[config.mk]
export PLATFORM = sky130hd
export DESIGN_NAME = ca_ring_prng
export DESIGN_NICKNAME = d
export VERILOG_FILES = /design/src/rtl/ca_prng_pkg.sv /design/src/rtl/ca_rule_reg.sv /design/src/rtl/ca_next_gen.sv /design/src/rtl/ca_cell_reg.sv /design/src/rtl/ca_ring_prng.sv
export SDC_FILE = /design/constraint.sdc
export NUM_CORES = 1
export LEC_CHECK = 0
export BUFFER_PORTS_ARGS = -buffer_cell sky130_fd_sc_hd__buf_2
export CAP_MARGIN = 20
export CORE_MARGIN = 2
export CORE_UTILIZATION = 56
export CTS_BUF_LIST = sky130_fd_sc_hd__clkbuf_16
export DETAILED_ROUTE_END_ITERATION = 8
export GPL_TIMING_DRIVEN = 1
export PLACE_DENSITY = 0.88
export REMOVE_ABC_BUFFERS = 1
export SLEW_MARGIN = 20
export SYNTH_ARGS = -nofsm -noshare
export SYNTH_HDL_FRONTEND = slang
export SYNTH_SLANG_ARGS = --single-unit
[constraint.sdc]
create_clock -name clk -period 1.5 [get_ports clk]
set_input_delay 0.3 -clock clk [delete_from_list [all_inputs] [get_ports clk]]
set_output_delay 0.3 -clock clk [all_outputs]
set_load 0.01 [all_outputs]
[src/rtl/ca_prng_pkg.sv]
package ca_prng_pkg;

    localparam int unsigned RULE_W = 8;
    localparam logic [RULE_W-1:0] RULE_30 = 8'h1E;

    typedef logic [RULE_W-1:0] rule_t;

    // Operation applied to the cell array in one cycle
    typedef enum logic [1:0] {
        OP_HOLD = 2'd0,
        OP_STEP = 2'd1,
        OP_LOAD = 2'd2
    } cell_op_e;

    // Three-cell neighbourhood seen by one cell
    typedef struct packed {
        logic left;
        logic self_b;
        logic right;
    } nbhd_t;

    function automatic logic apply_rule(input rule_t r, input nbhd_t n);
        return r[{n.left, n.self_b, n.right}];
    endfunction

    function automatic cell_op_e decode_op(input logic load, input logic step);
        if (load)
            return OP_LOAD;
        else if (step)
            return OP_STEP;
        else
            return OP_HOLD;
    endfunction

endpackage

[src/rtl/ca_rule_reg.sv]
module ca_rule_reg
    import ca_prng_pkg::*;
#(
    parameter rule_t RESET_RULE = RULE_30
) (
    input  logic  clk,
    input  logic  rst_n,
    input  logic  we,
    input  rule_t din,
    output rule_t rule_q
);

    always_ff @(posedge clk) begin
        if (!rst_n)
            rule_q <= RESET_RULE;
        else if (we)
            rule_q <= din;
    end

endmodule

[src/rtl/ca_next_gen.sv]
module ca_next_gen
    import ca_prng_pkg::*;
#(
    parameter int unsigned N_CELLS = 32
) (
    input  logic [N_CELLS-1:0] cells,
    input  rule_t              rule,
    output logic [N_CELLS-1:0] next_cells
);

    localparam int unsigned LAST = N_CELLS - 1;

    for (genvar i = 0; i < N_CELLS; i++) begin : g_cell
        localparam int unsigned LEFT_IDX  = (i == LAST) ? 0 : i + 1;
        localparam int unsigned RIGHT_IDX = (i == 0) ? LAST : i - 1;
        nbhd_t nb;
        always_comb begin
            nb.left   = cells[LEFT_IDX];
            nb.self_b = cells[i];
            nb.right  = cells[RIGHT_IDX];
            next_cells[i] = apply_rule(rule, nb);
        end
    end

endmodule

[src/rtl/ca_cell_reg.sv]
module ca_cell_reg
    import ca_prng_pkg::*;
#(
    parameter int unsigned N_CELLS = 32
) (
    input  logic               clk,
    input  logic               rst_n,
    input  cell_op_e           op,
    input  logic [N_CELLS-1:0] load_data,
    input  logic [N_CELLS-1:0] next_cells,
    output logic [N_CELLS-1:0] cells_q
);

    always_ff @(posedge clk) begin
        if (!rst_n) begin
            cells_q <= '0;
        end else begin
            case (op)
                OP_LOAD: cells_q <= load_data;
                OP_STEP: cells_q <= next_cells;
                default: cells_q <= cells_q;
            endcase
        end
    end

endmodule

[src/rtl/ca_ring_prng.sv]
module ca_ring_prng
    import ca_prng_pkg::*;
#(
    parameter int unsigned N_CELLS = 32
) (
    input  logic               clk,
    input  logic               rst_n,
    input  logic               seed_load,
    input  logic [N_CELLS-1:0] seed_data,
    input  logic               step_req,
    input  logic               rule_we,
    input  logic [7:0]         rule_data,
    output logic [N_CELLS-1:0] pattern
);

    rule_t              rule_q;
    cell_op_e           op;
    logic [N_CELLS-1:0] cells_q;
    logic [N_CELLS-1:0] next_cells;

    always_comb op = decode_op(seed_load, step_req);

    ca_rule_reg #(.RESET_RULE(RULE_30)) u_rule (
        .clk    (clk),
        .rst_n  (rst_n),
        .we     (rule_we),
        .din    (rule_data),
        .rule_q (rule_q)
    );

    ca_next_gen #(.N_CELLS(N_CELLS)) u_next (
        .cells      (cells_q),
        .rule       (rule_q),
        .next_cells (next_cells)
    );

    ca_cell_reg #(.N_CELLS(N_CELLS)) u_cells (
        .clk        (clk),
        .rst_n      (rst_n),
        .op         (op),
        .load_data  (seed_data),
        .next_cells (next_cells),
        .cells_q    (cells_q)
    );

    assign pattern = cells_q;

endmodule

==> metrics.csv, run 1 <==
stage,metric,value,unit
cts,insertion_delay,0.29,ns
cts,cts_made_buffers,5,
timing,slew_headroom,63.9,%
placement,port_buffers,76,
layout,drive_gt1_share,25.7,%
setup_path,cp.arrival,1.65,ns
global_route,grt_max_degree,28,
status,status,"finished, final reports clean",
placement,dp_hpwl,8800,um
drt,drt-pass1-iter-count,6,
global_route,grt_first_pass_wirelength,21000,um
power,p_per_area,899,nW/um2
setup_path,reg2reg_from,u_cells.cells_q[15]$_SDFFE_PN0P_,
layout,multi_input_area,2460,um2
layout,area_growth,20.6,%
worst_hold_path,hold_path.class,primary input to register,
synthesis,netlist_instances,527,
power,swShare,36.3,%
worst_hold_path,hold_start,rule_data[4],
synthesis,synth.avg_cell_area,6.99,um2
layout,register_area,811,um2
layout,nets,636,
cts,clk_pin_slew,0.06,ns
power,finalPower,3.99,mW
synthesis,netlist_area,3680,um2
synthesis,yosysTopAreaCell,dfxtp_1,
power,clkPwrFrac,31.4,%
setup_path,endpoint_kind,register,
floorplanning,start_util,58.0,%
synthesis,synth-edff-count,0,
floorplanning,coreArea,6350,um2
flow_run,maxCapViolCount,0,
drt,vias,4823,
synthesis,yosysWarnings,0,
drt,vias_per_cell,7.21,
power,comb_power_share,34.3,%
layout,final_cell_area,4440,um2
timing,setup_viol,0,
layout,final.fill_count,497,
cts,cts_root_buffer,clkbuf_16,
power,p_leak,1.79,nW
cts,h-tree-depth,2,
timing,worst_pin_slew,0.528,ns
drt,drt_iter0_drc,738,
drt,wl_met2,5780,um
synthesis,ys.flop_type,dfxtp_1,
power,internal-power,2.54,mW
cts,cts_tree,built,
timing,slew_violations,0,
setup_path,r2r-end,u_cells.cells_q[15]$_SDFFE_PN0P_,
timing,grt_setup_unrepaired,yes,
floorplanning,ios,77,
drt,wl_per_cell,19.4,um
floorplanning,die_w,85.1,um
drt,highest_layer,met4,
synthesis,synth.distinct_cells,46,
floorplanning,rows,29,
global_route,track_usage,35.1,%
power,p_seq_share,34.3,%
layout,final_common_cell,nand2_1,
placement,pre_cts_ws,0.0121,ns
setup_path,required,1.66,ns
floorplanning,dieArea,7240,um2
timing,finalCriticalPeriod,1.48,ns
setup_path,startpoint_type,register,
setup_path,critPathKind,register to register,
drt,wirelength,13000,um
global_route,grt_pass1_vias,4455,
setup_path,r2r_cells,4,
cts,cts.sinks,40,
synthesis,ys_ff_latch,40,
layout,final_cell_mix,"nand2_1 (88), buf_2 (76), a21oi_1 (60), buf_4 (44), dfxtp_1 (32)",
drt,wl_met1,4640,um
timing,max_freq,673,MHz
timing,skew,0.00562,ns
layout,antenna_cells,0,
timing,finalHoldViolations,0,
cts,ctsLongestPathBuffers,2,
global_route,antenna_found_initial,0,
drt,ant_nets,0,
setup_path,crit_fanout,11,
synthesis,ys_top_cells_by_area,"dfxtp_1 (22%), nand2_1 (9.0%), a21oi_1 (8.2%)",
global_route,overflow,0,
setup_path,crit_path_start,u_cells.cells_q[15]$_SDFFE_PN0P_,
setup_path,r2r_setup_slack,0.02,ns
timing,timing.final.crit_share,99.0,%
drt,drc,0,
floorplanning,die_h,85.1,um
setup_path,crit_end,u_cells.cells_q[15]$_SDFFE_PN0P_,
synthesis,synthArstFlopShare,0,%
synthesis,synth.top_cell.area_share,21.7,%
placement,dp_cells,661,
placement,gp_congestion,1.05,
timing,worst_slack,0.0151,ns
synthesis,ys_seq_area_share,21.7,%
power,vdd_drop_max,0.583,mV
power,power_switching,1.45,mW
cts,postCtsHoldBufs,0,
placement,dpl_cell_area,4260,um2
layout,finalNonFillerCells,669,
drt,wl_met3,1780,um
==> synth_stat cells, types with 5 or more instances <==
master	count
nand2_1	88
a21oi_1	60
dfxtp_1	40
buf_2	30
nand4b_1	29
clkbuf_1	25
o2111ai_1	25
nor3_1	24
inv_1	23
o21ai_0	17
nand3_1	16
o22ai_1	16
nand4_1	12
a211oi_1	11
nor3b_1	10
o211ai_1	10
a32oi_1	8
mux2i_1	8
buf_4	7
a22oi_1	6
nand2b_1	6
a2111oi_0	5
a21boi_0	5
a31oi_1	5
==> what timing repair did <==
item,4_1_cts,5_1_grt
buffers inserted,0,0
setup endpoints to repair,1,13
gates cloned,0,0
gates resized for setup,1,7
==> stage by stage <==
| step | TNS (ns) | hold slack, ns | util [%] |
|---|---|---|---|
| finish | 0 | 0.226 | 69.9 |
| global route | -0.137 | 0.238 | 69.9 |
| CTS | 0 | 0.228 | 69.8 |
| detailed placement | 0 | 0.519 | 67.1 |
| global placement | 0 | 0.515 | 67.1 |
| floorplan | -0.0309 | 0.362 | - |
==> critical path: stages (launching register included) <==
cell and delay (ns):
dfxtp_1 0.44, a2111oi_0 0.57, a41oi_1 0.15, nand3_1 0.15, a211oi_2 0.07
==> metal layers <==
layer / track usage (%) / vias up
met5: 0 / -
met4: 19.8 / 0
met3: 7.98 / 107
met2: 54.3 / 451
met1: 44.9 / 2148
li1: - / 2117
==> worst min-delay path by stage <==
stage	slack, ns	depth (start not counted)	end
6_report	0.23	3	u_rule.rule_q[4]$_SDFFE_PN1P_
5_1_grt	0.24	3	u_rule.rule_q[1]$_SDFFE_PN1P_
4_1_cts	0.23	3	u_rule.rule_q[4]$_SDFFE_PN1P_
3_5_place_dp	0.52	3	u_rule.rule_q[1]$_SDFFE_PN1P_
3_3_place_gp	0.52	3	u_rule.rule_q[4]$_SDFFE_PN1P_
2_1_floorplan	0.36	1	u_rule.rule_q[1]$_SDFFE_PN1P_
==> state kept, by name, indices dropped and copies added, names as in the netlist <==
signal / cells
u_cells.cells_q: 32
u_rule.rule_q: 8
==> power groups by stage <==
stage,clock (mW),combinational (mW),sequential [mW]
finish,1.25,1.37,1.37
global route,1.31,1.47,1.38
CTS,1.26,1.32,1.35
detailed placement,0,1.31,1.37
global placement,0,1.26,1.36
floorplan,0,0.667,1.44
==> layout make-up <==
| type | count | share of cell area (%) |
|---|---|---|
| Timing Repair Buffer | 125 | 18.3 |
| Sequential cell | 40 | 18.3 |
| Clock inverter | 3 | 0.958 |
| Clock buffer | 5 | 2.82 |
| Inverter | 24 | 2.03 |
| Tap cell | 77 | 2.17 |
| Multi-Input combinational cell | 395 | 55.5 |
==> cells by family after synthesis <==
logic type,count (synthesis),share of synthesized area (%)
flops,40,21.7
simple gates,200,28.9
buf+inv,92,11.3
mux,13,4.93
compound gates,182,33.1
Power figures use the tool's default switching activity.
==> inputs of run 2 (changes only) <==
Settings changed: REMOVE_ABC_BUFFERS 1 to not set.
==> metrics.csv, run 2 (synthesized netlist as in run 1, its figures left out) <==
stage,metric,value,unit
layout,nets,634,
timing,max_freq,697,MHz
floorplanning,start_util,58.0,%
timing,timing.final.crit_share,95.6,%
placement,port_buffers,76,
worst_hold_path,hold_start,rule_data[2],
setup_path,required,1.68,ns
layout,final_util,69.0,%
timing,grt_setup_unrepaired,no,
drt,wirelength,12500,um
synthesis,synth_nets,572,
layout,regMostFlops,u_cells.cells_q,
setup_path,cpMaxStageDelayCell,dfxtp_2,
floorplanning,dieArea,7240,um2
power,p_seq_share,35.3,%
drt,ant_nets,0,
layout,final_common_cell,nand2_1,
cts,clk_pin_slew,0.07,ns
global_route,track_usage,34.1,%
timing,slew_headroom,64.2,%
drt,vias_per_cell,6.93,
floorplanning,coreArea,6350,um2
setup_path,crit_fanout,13,
global_route,grt_first_pass_wirelength,20400,um
cts,cts_made_buffers,5,
floorplanning,ios,77,
timing,slew_violations,0,
setup_path,reg2reg_from,u_rule.rule_q[2]$_SDFFE_PN1P_,
layout,largest_reg_flops,32,
cts,cts_root_buffer,clkbuf_16,
setup_path,cp.arrival,1.61,ns
placement,gp_congestion,0.979,
power,power_switching,1.42,mW
timing,setup_viol,0,
power,clkPwrFrac,31.7,%
power,internal-power,2.53,mW
placement,dpl_cell_area,4200,um2
timing,worst_slack,0.0657,ns
setup_path,startpoint_type,register,
cts,cts.sinks,40,
layout,final_cell_mix,"nand2_1 (88), buf_2 (76), a21oi_1 (60), buf_4 (46), nand4b_1 (29)",
cts,ctsLongestPathBuffers,2,
timing,hold_ws,0.227,ns
placement,pre_cts_ws,-0.0839,ns
setup_path,worst-path-buf-inv,1,
setup_path,crit_chain,inv_1 > o2111ai_1 > nand4_1 > a211oi_1,
cts,postCtsSetupRepairBufs,0,
floorplanning,die_w,85.1,um
global_route,overflow,0,
power,p_per_area,900,nW/um2
power,vdd_drop_max,0.827,mV
timing,skew,0.00677,ns
cts,h-tree-depth,2,
drt,drc,0,
status,status,"finished, final reports clean",
drt,wl_per_cell,18.8,um
layout,antenna_cells,0,
flow_run,maxCapViolCount,0,
setup_path,worst_path_largest_cell_delay,0.38,ns
power,p_leak,1.75,nW
global_route,antenna_found_initial,0,
power,comb_power_share,33.0,%
floorplanning,die_h,85.1,um
worst_hold_path,hold_path.class,primary input to register,
cts,insertion_delay,0.29,ns
setup_path,crit_path_start,u_rule.rule_q[2]$_SDFFE_PN1P_,
drt,drt_iter0_drc,732,
layout,drive_gt1_share,26.4,%
layout,area_growth,19.1,%
global_route,grt_max_degree,29,
power,swShare,36.0,%
timing,tns,0,ns
setup_path,endpoint_kind,register,
placement,dp_hpwl,8580,um
global_route,grt_pass1_vias,4241,
timing,worst_pin_slew,0.536,ns
setup_path,critPathTopFamily,compound AO/OA/AOI/OAI gates,
layout,final_cell_area,4380,um2
timing,finalCriticalPeriod,1.43,ns
timing,finalHoldViolations,0,
layout,top_regs,"u_cells.cells_q (32), u_rule.rule_q (8)",
drt,drt-pass1-iter-count,8,
cts,cts_tree,built,
drt,vias,4625,
setup_path,critPathKind,register to register,
floorplanning,rows,29,
-- run 2: path summary, 6_finish.rpt --
path	to	slack, ns	cells after the start
hold / removal	u_rule.rule_q[2]$_SDFFE_PN1P_	0.23	3
hold reg to reg	u_rule.rule_q[7]$_SDFFE_PN0P_	0.57	2
setup reg to reg	u_cells.cells_q[7]$_SDFFE_PN0P_	0.07	4
setup / recovery	u_cells.cells_q[7]$_SDFFE_PN0P_	0.07	4
-- run 2: layout make-up --
| class | instances | area [um2] |
|---|---|---|
| Clock buffer | 5 | 125 |
| Clock inverter | 3 | 42.5 |
| Fill cell | 488 | 1970 |
| Inverter | 24 | 93.8 |
| Multi-Input combinational cell | 395 | 2460 |
| Sequential cell | 40 | 816 |
| Tap cell | 77 | 96.3 |
| Timing Repair Buffer | 123 | 746 |
-- run 2: through the flow --
stage | power (mW) | instances
global route | 4.12 | 667
CTS | 3.89 | 667
detailed placement | 2.65 | 659
finish | 3.95 | 667
global placement | 2.61 | 659
floorplan | 2.24 | 527
-- run 2: power by group through the flow --
stage	clock (mW)	combinational [mW]	sequential [mW]
2_1_floorplan	0	0.961	1.27
3_3_place_gp	0	1.22	1.39
3_5_place_dp	0	1.26	1.39
4_1_cts	1.25	1.27	1.37
5_1_grt	1.29	1.42	1.41
6_report	1.25	1.30	1.39
-- run 2: timing repair --
item | 4_1_cts | 5_1_grt
pin swaps | 0 | 1
gates resized for setup | 2 | 14
setup endpoints to repair | 7 | 23
hold buffers | 0 | 0
-- run 2: tightest hold or removal path: stages --
cell and delay, ns:
buf_2 0.07, nand2_1 0.04, o211ai_1 0.06
-- run 2: layer usage --
layer  global-route usage (%)  wire length [um]
met3                     6.03              1570
met5                        0                 0
met4                     14.3               447
met2                     54.3              5660
met1                     45.6              4850
==> inputs of run 3 (changes only) <==
Settings changed: MAX_ROUTING_LAYER set to met4.
==> metrics.csv, run 3 (synthesized netlist as in run 1, its figures left out) <==
stage,metric,value,unit
setup_path,startpoint_type,register,
cts,clk_pin_slew,0.06,ns
worst_hold_path,hold_start,rule_data[2],
global_route,top_usage_layer,met2,
setup_path,r2r-end,u_cells.cells_q[6]$_SDFFE_PN0P_,
placement,dp_cells,660,
cts,cts_tree,built,
drt,vias,4744,
floorplanning,coreArea,6350,um2
global_route,use_met1,45.9,%
floorplanning,ios,77,
timing,max_freq,685,MHz
layout,antenna_cells,0,
global_route,grt_pass1_vias,4363,
cts,cts_made_buffers,5,
drt,drt_iter0_drc,813,
global_route,overflow,0,
setup_path,critPathKind,register to register,
timing,grt_setup_unrepaired,no,
power,p_per_area,898,nW/um2
layout,regMostFlops,u_cells.cells_q,
placement,dp_hpwl,8780,um
layout,final_cell_mix,"nand2_1 (88), buf_2 (76), a21oi_1 (60), buf_4 (51), nand4b_1 (29)",
cts,ctsLongestPathBuffers,2,
drt,wl_per_cell,19.4,um
status,status,"finished, final reports clean",
placement,gp_congestion,1.06,
layout,final_util,69.8,%
drt,wirelength,13100,um
floorplanning,start_util,58.0,%
layout,nets,640,
layout,final_cell_area,4430,um2
synthesis,synth_nets,572,
layout,drive_gt1_share,27.3,%
global_route,track_usage,36.1,%
layout,final_common_cell,nand2_1,
drt,drt-pass1-iter-count,8,
setup_path,r2r_setup_slack,0.04,ns
floorplanning,die_w,85.1,um
drt,vias_per_cell,7.05,
setup_path,reg2reg_from,u_cells.cells_q[6]$_SDFFE_PN0P_,
cts,insertion_delay,0.28,ns
cts,cts.sinks,40,
timing,skew,0.00485,ns
global_route,grt_first_pass_wirelength,20900,um
placement,port_buffers,76,
layout,finalNonFillerCells,673,
worst_hold_path,hold_depth,3,
setup_path,required,1.66,ns
floorplanning,rows,29,
global_route,grtUsageMet3,8.46,%
power,p_leak,1.77,nW
worst_hold_path,hold_path.class,primary input to register,
cts,postCtsHoldBufs,0,
placement,dpl_cell_area,4200,um2
setup_path,endpoint_kind,register,
layout,area_growth,20.4,%
timing,slew_violations,0,
power,vdd_drop_max,0.675,mV
flow_run,maxCapViolCount,0,
timing,worst_pin_slew,0.464,ns
floorplanning,die_h,85.1,um
timing,timing.final.crit_share,97.4,%
timing,hold_ws,0.231,ns
drt,drc,0,
timing,slew_headroom,69.0,%
cts,h-tree-depth,2,
layout,largest_reg_flops,32,
timing,tns,0,ns
global_route,met2_usage,54.5,%
global_route,antenna_found_initial,0,
cts,cts_root_buffer,clkbuf_16,
setup_path,cp.arrival,1.62,ns
drt,ant_nets,0,
timing,finalCriticalPeriod,1.46,ns
worst_hold_path,holdPathEnd,u_rule.rule_q[2]$_SDFFE_PN1P_,
layout,top_regs,"u_cells.cells_q (32), u_rule.rule_q (8)",
layout,final.fill_count,509,
timing,finalHoldViolations,0,
setup_path,r2r_cells,5,
global_route,grt_max_degree,29,
setup_path,crit_fanout,7,
timing,setup_viol,0,
floorplanning,dieArea,7240,um2
-- run 3: changes by cell type in the layout (fill, tap and decap cells not counted) --
cell,previous run,this run
a2111oi_1,2,1
a2111oi_2,0,1
buf_4,46,51
clkinvlp_2,0,1
o21ai_0,16,17
o21ai_1,4,3
-- run 3: worst max-delay path: stages (launching register included) --
cell and delay (ns):
dfxtp_1 0.47, inv_1 0.21, a21oi_1 0.26, o211ai_1 0.15, nand4_1 0.15, o22ai_1 0.09
-- run 3: per-stage QoR --
step / power [mW] / setup WS [ns]
detailed placement: 2.66 / -0.0621
global route: 4.17 / 0.00276
CTS: 3.91 / 0.0264
finish: 3.98 / 0.0394
floorplan: 2.24 / 0.109
global placement: 2.61 / 0.00979
-- run 3: worst max-delay path by stage --
stage	start	slack [ns]	to
floorplan	u_cells.cells_q[3]$_SDFFE_PN0P_	0.11	u_cells.cells_q[2]$_SDFFE_PN0P_
global placement	u_rule.rule_q[4]$_SDFFE_PN1P_	0.01	u_cells.cells_q[26]$_SDFFE_PN0P_
detailed placement	u_rule.rule_q[1]$_SDFFE_PN1P_	-0.06	u_cells.cells_q[29]$_SDFFE_PN0P_
CTS	u_cells.cells_q[14]$_SDFFE_PN0P_	0.03	u_cells.cells_q[14]$_SDFFE_PN0P_
global route	u_rule.rule_q[3]$_SDFFE_PN1P_	0.003	u_cells.cells_q[17]$_SDFFE_PN0P_
finish	u_cells.cells_q[6]$_SDFFE_PN0P_	0.04	u_cells.cells_q[6]$_SDFFE_PN0P_
-- run 3: routing by layer --
layer | share of wire, % | up-vias
met1 | 38 | 2124
met5 | 0 | -
met4 | 4.8 | 0
met2 | 44 | 393
met3 | 14 | 94
li1 | - | 2133
-- run 3: timing repair --
item                                    CTS  global route
endpoints found under the setup margin   14            13
setup buffers                             0             4
resized for setup                         3            13
cloned                                    0             1
-- run 3: area by class of cell --
cell class	count	area, um2	share of cell area, %
Timing Repair Buffer	128	783	17.7
Clock buffer	5	125	2.82
Clock inverter	3	42.5	0.960
Timing Repair inverter	1	5.00	0.113
Multi-Input combinational cell	395	2470	55.7
Tap cell	77	96.3	2.17
Sequential cell	40	816	18.4
Inverter	24	93.8	2.12
-- run 3: power breakdown --
group | switching [mW] | internal, mW
sequential | 0.238 | 1.16
clock | 0.459 | 0.782
combinational | 0.745 | 0.595
